## src/rtl/cbp_pkg.sv

```systemverilog
package cbp_pkg;

    // control word field positions
    localparam int unsigned CBP_C1_BIT   = 0;
    localparam int unsigned CBP_C2_BIT   = 1;
    localparam int unsigned CBP_PP_BIT   = 2;
    localparam int unsigned CBP_DB_BIT   = 3;
    localparam int unsigned CBP_CODE_LSB = 4;
    localparam int unsigned CBP_CODE_W   = 4;

    typedef enum logic [3:0] {
        S_IDLE     = 4'd0,
        S_RD_CTRL  = 4'd1,
        S_RD_START = 4'd2,
        S_RD_CUR   = 4'd3,
        S_RD_INFO  = 4'd4,
        S_WR_MI    = 4'd5,
        S_WR_TT    = 4'd6,
        S_WR_DAT   = 4'd7,
        S_WB_CUR   = 4'd8,
        S_WB_INFO  = 4'd9
    } cbp_state_e;

endpackage

```

## src/rtl/cbp_span_mask.sv

```systemverilog
// Builds a mask of the low (k+1) address bits for message-count code k.
module cbp_span_mask #(
    parameter int AW       = 16,
    parameter int CODE_W   = 4,
    parameter int CODE_MAX = 9
) (
    input  logic [CODE_W-1:0] code,
    output logic [AW-1:0]     mask
);
    logic [CODE_W-1:0] code_c;

    assign code_c = (code > CODE_W'(CODE_MAX)) ? CODE_W'(CODE_MAX) : code;

    for (genvar g = 0; g < AW; g++) begin : g_bit
        assign mask[g] = (32'(g) <= 32'(code_c));
    end
endmodule

```

## src/rtl/cbp_info_step.sv

```systemverilog
// Next record pointer: detect all-ones low field of P+1, else step by two.
module cbp_info_step #(
    parameter int AW = 16
) (
    input  logic [AW-1:0] info,
    input  logic [AW-1:0] mask,
    output logic [AW-1:0] info_next,
    output logic          full
);
    logic [AW-1:0] info_inc;

    assign info_inc  = info + AW'(1);
    assign full      = ((info_inc & mask) == mask);
    assign info_next = full ? (info & ~mask) : (info + AW'(2));
endmodule

```

## src/rtl/circbuf_ptr_engine.sv

```systemverilog
module circbuf_ptr_engine
    import cbp_pkg::*;
#(
    parameter int AW       = 16,
    parameter int DW       = 16,
    parameter int WCW      = 6,
    parameter int CODE_MAX = 9
) (
    input  logic           clk,
    input  logic           rst_n,
    input  logic           evt_valid,
    input  logic [AW-1:0]  evt_desc,
    input  logic           evt_is_rx,
    input  logic           evt_bad,
    input  logic [WCW-1:0] evt_wcnt,
    input  logic [DW-1:0]  evt_info,
    input  logic [DW-1:0]  evt_ttag,
    input  logic           wrap_irq_en,
    output logic [WCW-1:0] dat_idx,
    input  logic [DW-1:0]  dat_word,
    output logic           busy,
    output logic           wrap_irq,
    output logic           mem_req,
    output logic           mem_we,
    output logic [AW-1:0]  mem_addr,
    output logic [DW-1:0]  mem_wdata,
    input  logic           mem_ack,
    input  logic [DW-1:0]  mem_rdata
);
    localparam int CW = CBP_CODE_W;

    typedef struct packed {
        cbp_state_e     st;
        logic [AW-1:0]  desc;
        logic [AW-1:0]  start;
        logic [AW-1:0]  cur;
        logic [AW-1:0]  info;
        logic           rx;
        logic           bad;
        logic           irq_en;
        logic           irq;
        logic           mode_ok;
        logic [CW-1:0]  code;
        logic [WCW-1:0] wcnt;
        logic [WCW-1:0] idx;
        logic [DW-1:0]  miw;
        logic [DW-1:0]  ttw;
    } regs_t;

    regs_t st_q, st_d;

    logic [AW-1:0] span_mask;
    logic [AW-1:0] info_next;
    logic          wrap_full;
    logic [AW-1:0] cur_next;

    cbp_span_mask #(
        .AW       (AW),
        .CODE_W   (CW),
        .CODE_MAX (CODE_MAX)
    ) u_mask (
        .code (st_q.code),
        .mask (span_mask)
    );

    cbp_info_step #(
        .AW (AW)
    ) u_step (
        .info      (st_q.info),
        .mask      (span_mask),
        .info_next (info_next),
        .full      (wrap_full)
    );

    assign cur_next = wrap_full ? st_q.start
                    : (st_q.rx ? st_q.cur + AW'(st_q.wcnt) : st_q.cur);

    // RAM port driven purely from state
    always_comb begin
        mem_req   = (st_q.st != S_IDLE);
        mem_we    = 1'b0;
        mem_addr  = st_q.desc;
        mem_wdata = '0;
        unique case (st_q.st)
            S_RD_START: mem_addr = st_q.desc + AW'(1);
            S_RD_CUR:   mem_addr = st_q.desc + AW'(2);
            S_RD_INFO:  mem_addr = st_q.desc + AW'(3);
            S_WR_MI: begin
                mem_we    = 1'b1;
                mem_addr  = st_q.info;
                mem_wdata = st_q.miw;
            end
            S_WR_TT: begin
                mem_we    = 1'b1;
                mem_addr  = st_q.info + AW'(1);
                mem_wdata = st_q.ttw;
            end
            S_WR_DAT: begin
                mem_we    = 1'b1;
                mem_addr  = st_q.cur + AW'(st_q.idx);
                mem_wdata = dat_word;
            end
            S_WB_CUR: begin
                mem_we    = 1'b1;
                mem_addr  = st_q.desc + AW'(2);
                mem_wdata = cur_next;
            end
            S_WB_INFO: begin
                mem_we    = 1'b1;
                mem_addr  = st_q.desc + AW'(3);
                mem_wdata = info_next;
            end
            default: ;
        endcase
    end

    // next-state computation
    always_comb begin
        st_d     = st_q;
        st_d.irq = 1'b0;
        unique case (st_q.st)
            S_IDLE: begin
                if (evt_valid) begin
                    st_d.st     = S_RD_CTRL;
                    st_d.desc   = evt_desc;
                    st_d.rx     = evt_is_rx;
                    st_d.bad    = evt_bad;
                    st_d.wcnt   = evt_wcnt;
                    st_d.miw    = evt_info;
                    st_d.ttw    = evt_ttag;
                    st_d.irq_en = wrap_irq_en;
                    st_d.idx    = '0;
                end
            end
            S_RD_CTRL: begin
                if (mem_ack) begin
                    st_d.mode_ok = !mem_rdata[CBP_PP_BIT] && mem_rdata[CBP_C2_BIT];
                    st_d.code    = mem_rdata[CBP_CODE_LSB +: CW];
                    st_d.st      = S_RD_START;
                end
            end
            S_RD_START: begin
                if (mem_ack) begin
                    st_d.start = mem_rdata;
                    st_d.st    = S_RD_CUR;
                end
            end
            S_RD_CUR: begin
                if (mem_ack) begin
                    st_d.cur = mem_rdata;
                    st_d.st  = S_RD_INFO;
                end
            end
            S_RD_INFO: begin
                if (mem_ack) begin
                    st_d.info = mem_rdata;
                    st_d.st   = st_q.mode_ok ? S_WR_MI : S_IDLE;
                end
            end
            S_WR_MI: begin
                if (mem_ack) st_d.st = S_WR_TT;
            end
            S_WR_TT: begin
                if (mem_ack) begin
                    if (st_q.bad)
                        st_d.st = S_IDLE;
                    else if (st_q.rx && (st_q.wcnt != '0))
                        st_d.st = S_WR_DAT;
                    else
                        st_d.st = S_WB_CUR;
                end
            end
            S_WR_DAT: begin
                if (mem_ack) begin
                    st_d.idx = st_q.idx + WCW'(1);
                    if (st_q.idx + WCW'(1) == st_q.wcnt) st_d.st = S_WB_CUR;
                end
            end
            S_WB_CUR: begin
                if (mem_ack) st_d.st = S_WB_INFO;
            end
            S_WB_INFO: begin
                if (mem_ack) begin
                    st_d.st  = S_IDLE;
                    st_d.irq = wrap_full && st_q.irq_en;
                end
            end
            default: st_d.st = S_IDLE;
        endcase
    end

    always_ff @(posedge clk or negedge rst_n) begin
        if (!rst_n) st_q <= '0;
        else        st_q <= st_d;
    end

    assign busy     = (st_q.st != S_IDLE);
    assign wrap_irq = st_q.irq;
    assign dat_idx  = st_q.idx;


    req_stable_chk: assert property (@(posedge clk) disable iff (!rst_n)
        (mem_req && !mem_ack) |=> (mem_req && $stable(mem_addr) && $stable(mem_we)
                                   && $stable(mem_wdata)));


    req_in_busy_chk: assert property (@(posedge clk) disable iff (!rst_n)
        mem_req |-> busy);


    irq_idle_chk: assert property (@(posedge clk) disable iff (!rst_n)
        wrap_irq |-> (!busy && !$past(wrap_irq)));


    accept_src_chk: assert property (@(posedge clk) disable iff (!rst_n)
        $rose(busy) |-> $past(evt_valid));


    bad_no_wb_chk: assert property (@(posedge clk) disable iff (!rst_n)
        (st_q.st == S_WR_TT && mem_ack && st_q.bad) |=> !busy);

endmodule

```

## config.mk

```make
export PLATFORM = sky130hd
export DESIGN_NAME = circbuf_ptr_engine
export DESIGN_NICKNAME = d
export VERILOG_FILES = /design/src/rtl/cbp_pkg.sv /design/src/rtl/cbp_span_mask.sv /design/src/rtl/cbp_info_step.sv /design/src/rtl/circbuf_ptr_engine.sv
export SDC_FILE = /design/constraint.sdc
export NUM_CORES = 1
export LEC_CHECK = 0
export BUFFER_PORTS_ARGS = -buffer_cell sky130_fd_sc_hd__buf_2
export CAP_MARGIN = 5
export CELL_PAD_IN_SITES_DETAIL_PLACEMENT = 0
export CELL_PAD_IN_SITES_GLOBAL_PLACEMENT = 1
export CORE_MARGIN = 3
export CORE_UTILIZATION = 48
export DETAILED_ROUTE_END_ITERATION = 10
export GPL_ROUTABILITY_DRIVEN = 0
export PLACE_DENSITY = 0.92
export SLEW_MARGIN = 20
export SYNTH_ARGS = -nofsm -noshare
export SYNTH_HDL_FRONTEND = slang
export SYNTH_SLANG_ARGS = --single-unit
```

## constraint.sdc

```tcl
create_clock -name clk -period 12.96 [get_ports clk]
set_input_delay 3.24 -clock clk [delete_from_list [all_inputs] [get_ports clk]]
set_output_delay 3.24 -clock clk [all_outputs]
set_load 0.02 [all_outputs]
```

==> results of run 1 <==
[area by class of cell]
class | count | area share
Clock buffer | 17 | 0.04337
Clock inverter | 15 | 0.01952
Inverter | 11 | 0.004210
Multi-Input combinational cell | 695 | 0.5186
Sequential cell | 121 | 0.3087
Tap cell | 220 | 0.02806
Timing Repair Buffer | 143 | 0.07756
[cells by family after synthesis]
| logic type | after synthesis | share of synthesized area |
|---|---|---|
| mux | 139 | 0.1818 |
| flops | 121 | 0.3567 |
| fa+ha+maj | 20 | 0.03213 |
| xor+xnor | 57 | 0.05881 |
| compound gates | 220 | 0.1745 |
| simple gates | 259 | 0.1514 |
| buf+inv | 81 | 0.04466 |
[flip-flops by register name, indices dropped and copies added, names as in the netlist]
signal	flops
st_q	114
wrap_irq	1
dat_idx	6
[metal layers]
metal,up-vias,routed length [um]
met5,-,13
met4,2,582
met3,28,1982
met2,347,11850
met1,3673,11260
li1,3524,-
[placed cells by master (no fill, tap or decap), types with 18 or more instances in the layout]
cell | Yosys | layout
a21oi_1 | 32 | 32
nand3_1 | 34 | 33
xor2_1 | 25 | 25
nor2_1 | 51 | 51
mux2_2 | 121 | 121
dfrtp_1 | 121 | 121
nand2_1 | 79 | 79
mux2i_1 | 18 | 18
xnor2_1 | 32 | 32
buf_2 | 12 | 133
o21ai_0 | 61 | 61
nor3_1 | 25 | 25
[path summary, 6_finish.rpt]
kind	to	cells after the start	start	slack [ps]
setup / recovery	mem_addr[8]	14	st_q[120]$_DFFE_PN0P_	4950
hold / removal	st_q[23]$_DFFE_PN0P_	1	st_q[23]$_DFFE_PN0P_	500
setup reg to reg	wrap_irq$_DFF_PN0_	6	st_q[55]$_DFFE_PN0P_	9670
hold reg to reg	st_q[23]$_DFFE_PN0P_	1	st_q[23]$_DFFE_PN0P_	500
max in group asynchronous	st_q[66]$_DFFE_PN0P_	3	rst_n	9070
min in group asynchronous	st_q[119]$_DFFE_PN0P_	1	rst_n	2810
[stage by stage]
| step | util | total power (W) | cells |
|---|---|---|---|
| 2_1_floorplan | - | 0.001616 | 897 |
| 3_3_place_gp | 0.5411 | 0.001961 | 1189 |
| 3_5_place_dp | 0.5411 | 0.001983 | 1189 |
| 4_1_cts | 0.5775 | 0.002501 | 1221 |
| 5_1_grt | 0.5791 | 0.002675 | 1222 |
| 6_report | 0.5791 | 0.002511 | 1222 |
[report_power, final]
part	switching, W	leakage [nW]	internal [W]
clock network	0.000206	0.307	0.000295
registers	0.000232	1.49	0.000544
logic	0.000697	2.55	0.000535
==> flow_summary.toml, run 1 <==
[global_route]
use_met2 = 0.4211
grt_overflow_total = 0
grt_use_total = 0.2659
antenna_found_initial = 1
grt.busiest_layer = "met2"
grt_pass1_wl_um = 41190
grt_pass1_vias = 7335
use_met3 = 0.06069
grt_max_degree = 81
met1_usage = 0.3684

[power]
leakage_nw = 4.341
p_per_area_nw_per_um2 = 256.0
ir_drop_mv = 0.1437

[timing]
period_minus_slack_ps = 8013
finalSetupViolCount = 0
finalCritPeriodShare = 0.6183
hold_viol_final = 0
setup_ws_ps = 4947
worst_pin_slew_ps = 1034
fmax_mhz = 124.8
slew-limit-headroom = 0.3086
rsz0062_at_grt = "false"
setup_tns_ps = 0
final-max-slew-violation-count = 0
timing.hold.ws_ps = 501.9
clock_skew_ps = 9.226

[floorplan]
start_util = 0.5012
die_area_um2 = 19320
fp-row-count = 47
coreArea_um2 = 16940
die_w_um = 139.0
ios = 135
chipHeight_um = 139.0

[layout]
areaGrowthSynthToFinish_pct = 15.55
fin_area_um2 = 9808
antenna_cells = 0
num-nets-final = 1102
drive_gt1_frac = 0.3074
multi_input_area_um2 = 5086
regArea_um2 = 3028
nFillCells = 1516

[setup_path]
critPathMaxFanout = 18
path_class = "reg2out"
path_buf_inv = 3
crit_path_end_kind = "output pin"
crit_required_ps = 9720
slowest_stage = "nor3_1"
cpPeakStageDelay_ps = 590
cp_cell_sequence = "inv_1 -> nand2_1 -> nor2_1 -> a21oi_1 -> nor2_1 -> inv_1 -> fa_1 -> nor3_1 -> xor2_1 -> a22o_1 -> a221oi_1 -> a21oi_1 -> a2bb2oi_1 -> buf_2"
startpoint_type = "flip-flop"
crit_arrival_ps = 4770
path_delay_family = "simple AND/OR/NAND/NOR gates"

[clock_tree]
cts_root_buffer = "clkbuf_16"
clockBufferDepth = 2
clk_pin_slew_ps = 70
clk_latency_ps = 430
cts_tree = "done"
cts_buffers = 17
cts_setup_buffers = 0
cts_max_level = 4
clock-sinks = 121
postCtsResizedCells = 0
cts_hold_buf = 0

[logic_synthesis]
synth-seq-cells = 121
netlist_area_um2 = 8488
synth_ff_type = "dfrtp_1"
ys_top_cells_by_count = "dfrtp_1, mux2_2, nand2_1, o21ai_0, nor2_1"
syn_inst = 897
synth_top_area_share = 0.3567
ys_warn_count = 0
yosysSeqAreaShare = 0.3567
synth_nets = 1010
synth_edf_count = 0
synth_area_leaders = "dfrtp_1, mux2_2, o21ai_0, nand2_1, xnor2_1"
async_reset_ff_frac = 1.000
yosysTopAreaCell = "dfrtp_1"
syn_area_per_cell_um2 = 9.463
ys_types = 72

[worst_hold_path]
hold_class = "reg2reg"

[job]
drv_cap = 0

[route]
viasPerCell = 6.198
drt_first_pass_iters = 5
vias = 7574
wl_um = 25700
drc = 0
wl_per_cell_um = 21.03
drt_iter0_markers = 750
antenna_left = 0

[outcome]
status = "finished clean"

[place]
place_hpwl_um = 18570
port_buffers = 134
place_ws_ps = 5252
place_area_um2 = 9164
(Power assumes the default switching activity.)
==> run 2, diff against run 1 <==
--- a/config.mk
+++ b/config.mk
@@ -5,15 +5,16 @@
 export SDC_FILE = /design/constraint.sdc
 export NUM_CORES = 1
 export LEC_CHECK = 0
+export ABC_AREA = 1
 export BUFFER_PORTS_ARGS = -buffer_cell sky130_fd_sc_hd__buf_2
 export CAP_MARGIN = 5
 export CELL_PAD_IN_SITES_DETAIL_PLACEMENT = 0
 export CELL_PAD_IN_SITES_GLOBAL_PLACEMENT = 1
 export CORE_MARGIN = 3
-export CORE_UTILIZATION = 48
+export CORE_UTILIZATION = 38
 export DETAILED_ROUTE_END_ITERATION = 10
 export GPL_ROUTABILITY_DRIVEN = 0
-export PLACE_DENSITY = 0.92
+export PLACE_DENSITY = 0.83
 export SLEW_MARGIN = 20
 export SYNTH_ARGS = -nofsm -noshare
 export SYNTH_HDL_FRONTEND = slang
==> constraint.sdc (replaced) <==
create_clock -name clk -period 7.1 [get_ports clk]
set_input_delay 1.775 -clock clk [delete_from_list [all_inputs] [get_ports clk]]
set_output_delay 1.775 -clock clk [all_outputs]
set_load 0.02 [all_outputs]
==> run 2 against run 1 <==
Final cell count is 40% higher. Hold slack worse by 13 ps. Synthesized cell count is 44% higher. Clock power is 76% higher. Final area is 5.5% higher. Setup slack worse by 3300 ps. Utilization is 13 points lower. Combinational power is 100% higher. Sequential cell count stayed put. Largest power group unchanged.
==> flow_summary.toml, run 2 <==
[outcome]
status = "finished clean"

[timing]
hold_viol_final = 0
final-max-slew-violation-count = 0
slew-limit-headroom = 0.2849
rsz0062_at_grt = "false"
period_minus_slack_ps = 5420
fmax_mhz = 184.5
worst_pin_slew_ps = 1070
setup_tns_ps = 0
clock_skew_ps = 11.04
setup_ws_ps = 1680
finalSetupViolCount = 0
finalCritPeriodShare = 0.7634

[setup_path]
path_buf_inv = 3
crit_arrival_ps = 3650
path_delay_family = "simple AND/OR/NAND/NOR gates"
worstReg2RegStart = "st_q[119]$_DFFE_PN0P_"
startpoint_type = "flip-flop"
crit_required_ps = 5330
cp_cell_sequence = "inv_1 -> nand2_1 -> nor2_2 -> nor2_4 -> fa_1 -> nor2_1 -> nand2_1 -> nor2_1 -> inv_1 -> nor2_1 -> nand2_1 -> nand2_1 -> o21ai_0 -> nor2_1 -> nand3_1 -> buf_2"
slowest_stage = "nor2_2"
cpPeakStageDelay_ps = 790
crit_path_end_kind = "output pin"
path_class = "reg2out"
startpoint = "st_q[118]$_DFFE_PN0P_"
critPathMaxFanout = 18

[route]
antenna_left = 0
drt_iter0_markers = 812
viasPerCell = 5.290
drc = 0
vias = 9062
wl_per_cell_um = 18.05
drt_first_pass_iters = 5
wl_um = 30920

[logic_synthesis]
ys_top_cells_by_count = "nand2_1, nand3_1, inv_1, dfrtp_1, o21ai_0"
ys_types = 46
yosysSeqAreaShare = 0.3367
synth_ff_type = "dfrtp_1"
synth_nets = 1401
syn_inst = 1288
synth_edf_count = 0
ys_warn_count = 0
netlist_area_um2 = 8994
synth_area_leaders = "dfrtp_1, nand2_1, nand3_1, inv_1, o21ai_0"
yosysTopAreaCell = "dfrtp_1"
synth_top_area_share = 0.3367
syn_area_per_cell_um2 = 6.983
async_reset_ff_frac = 1.000
synth_most_common_cell = "nand2_1"
synth-seq-cells = 121

[global_route]
antenna_found_initial = 0
grt_use_total = 0.2386
grt_overflow_total = 0
grt_max_degree = 78
grt_pass1_vias = 8639
grt_pass1_wl_um = 48200

[floorplan]
die_area_um2 = 25550
coreArea_um2 = 22920
die_w_um = 159.8
fp-row-count = 55
ios = 135
start_util = 0.3925
chipHeight_um = 159.8

[clock_tree]
cts_max_level = 4
clock-sinks = 121
cts_buffers = 17
clockBufferDepth = 2
postCtsResizedCells = 0
cts_tree = "done"
cts_root_buffer = "clkbuf_16"
cts_hold_buf = 0
clk_latency_ps = 430
clk_pin_slew_ps = 70
cts_setup_buffers = 0

[layout]
drive_gt1_frac = 0.1714
mostFrequentLayoutCell = "nand2_1"
areaGrowthSynthToFinish_pct = 15.07
antenna_cells = 0
num-nets-final = 1500
top_register = "st_q"
nFillCells = 2450
largest_reg_flops = 114
final_cell_mix = "nand2_1, nand3_1, inv_1"

[place]
port_buffers = 134
place_hpwl_um = 23520
place_ws_ps = 2211

[worst_hold_path]
hold_class = "reg2reg"
hold_start = "st_q[85]$_DFFE_PN0P_"

[job]
drv_cap = 0

[power]
p_per_area_nw_per_um2 = 459.0
leakage_nw = 5.211
ir_drop_mv = 0.2049
==> run 2: final timing paths <==
path,to,slack (ps),depth (start not counted)
hold reg to reg,st_q[85]$_DFFE_PN0P_,490,2
max in group asynchronous,st_q[78]$_DFFE_PN0P_,4310,2
hold / removal,st_q[85]$_DFFE_PN0P_,490,2
setup / recovery,mem_addr[10],1680,16
setup reg to reg,st_q[76]$_DFFE_PN0P_,4560,5
min in group asynchronous,st_q[104]$_DFFE_PN0P_,1380,1
==> run 2: power by group <==
part,internal [W],total [W],switching [W]
clock,0.000475,0.000886,0.000411
sequential,0.000997,0.00140,0.000408
combinational,0.000850,0.00246,0.00161
total,0.00232,0.00475,0.00243
==> run 2: cells by family after synthesis <==
family / Yosys count / synth area share
buf+inv: 209 / 0.1028
xor+xnor: 26 / 0.02685
flops: 121 / 0.3367
fa+ha+maj: 20 / 0.03033
compound gates: 195 / 0.1226
mux: 40 / 0.04994
simple gates: 677 / 0.3308
==> run 2: worst min-delay path: stages, from the launching register on <==
cell and delay, ps:
dfrtp_1 340, nand2_1 50, o21ai_0 60
==> run 2: metal layers <==
| metal | vias up | wire [um] | GRT usage |
|---|---|---|---|
| met3 | 39 | 2014 | 0.03502 |
| met5 | - | 0 | 0 |
| li1 | 4449 | - | - |
| met1 | 4228 | 14410 | 0.3437 |
| met2 | 346 | 13630 | 0.3653 |
| met4 | 0 | 860 | 0.08600 |
==> run 2: layout make-up <==
type                    count  area, um^2  area share
clock buffers              17       425.4     0.04111
flip-flops and latches    121        3028      0.2926
inverters                 151       569.3     0.05501
well taps                 313       391.6     0.03784
multi-input cells         958        5056      0.4886
repair buffers            138       703.2     0.06795
clock inverters            15       175.2     0.01693
==> run 2: stage by stage <==
step | cells | hold WS, ps | cell area [um^2] | total power, W | util
3_5_place_dp | 1681 | 473.4 | 9746 | 0.003834 | 0.4253
3_3_place_gp | 1681 | 461.8 | 9746 | 0.003808 | 0.4253
4_1_cts | 1713 | 489.4 | 10350 | 0.004734 | 0.4515
5_1_grt | 1713 | 513.8 | 10350 | 0.005118 | 0.4516
6_report | 1713 | 488.7 | 10350 | 0.004750 | 0.4516
2_1_floorplan | 1288 | 444.4 | 8994 | 0.003116 | -
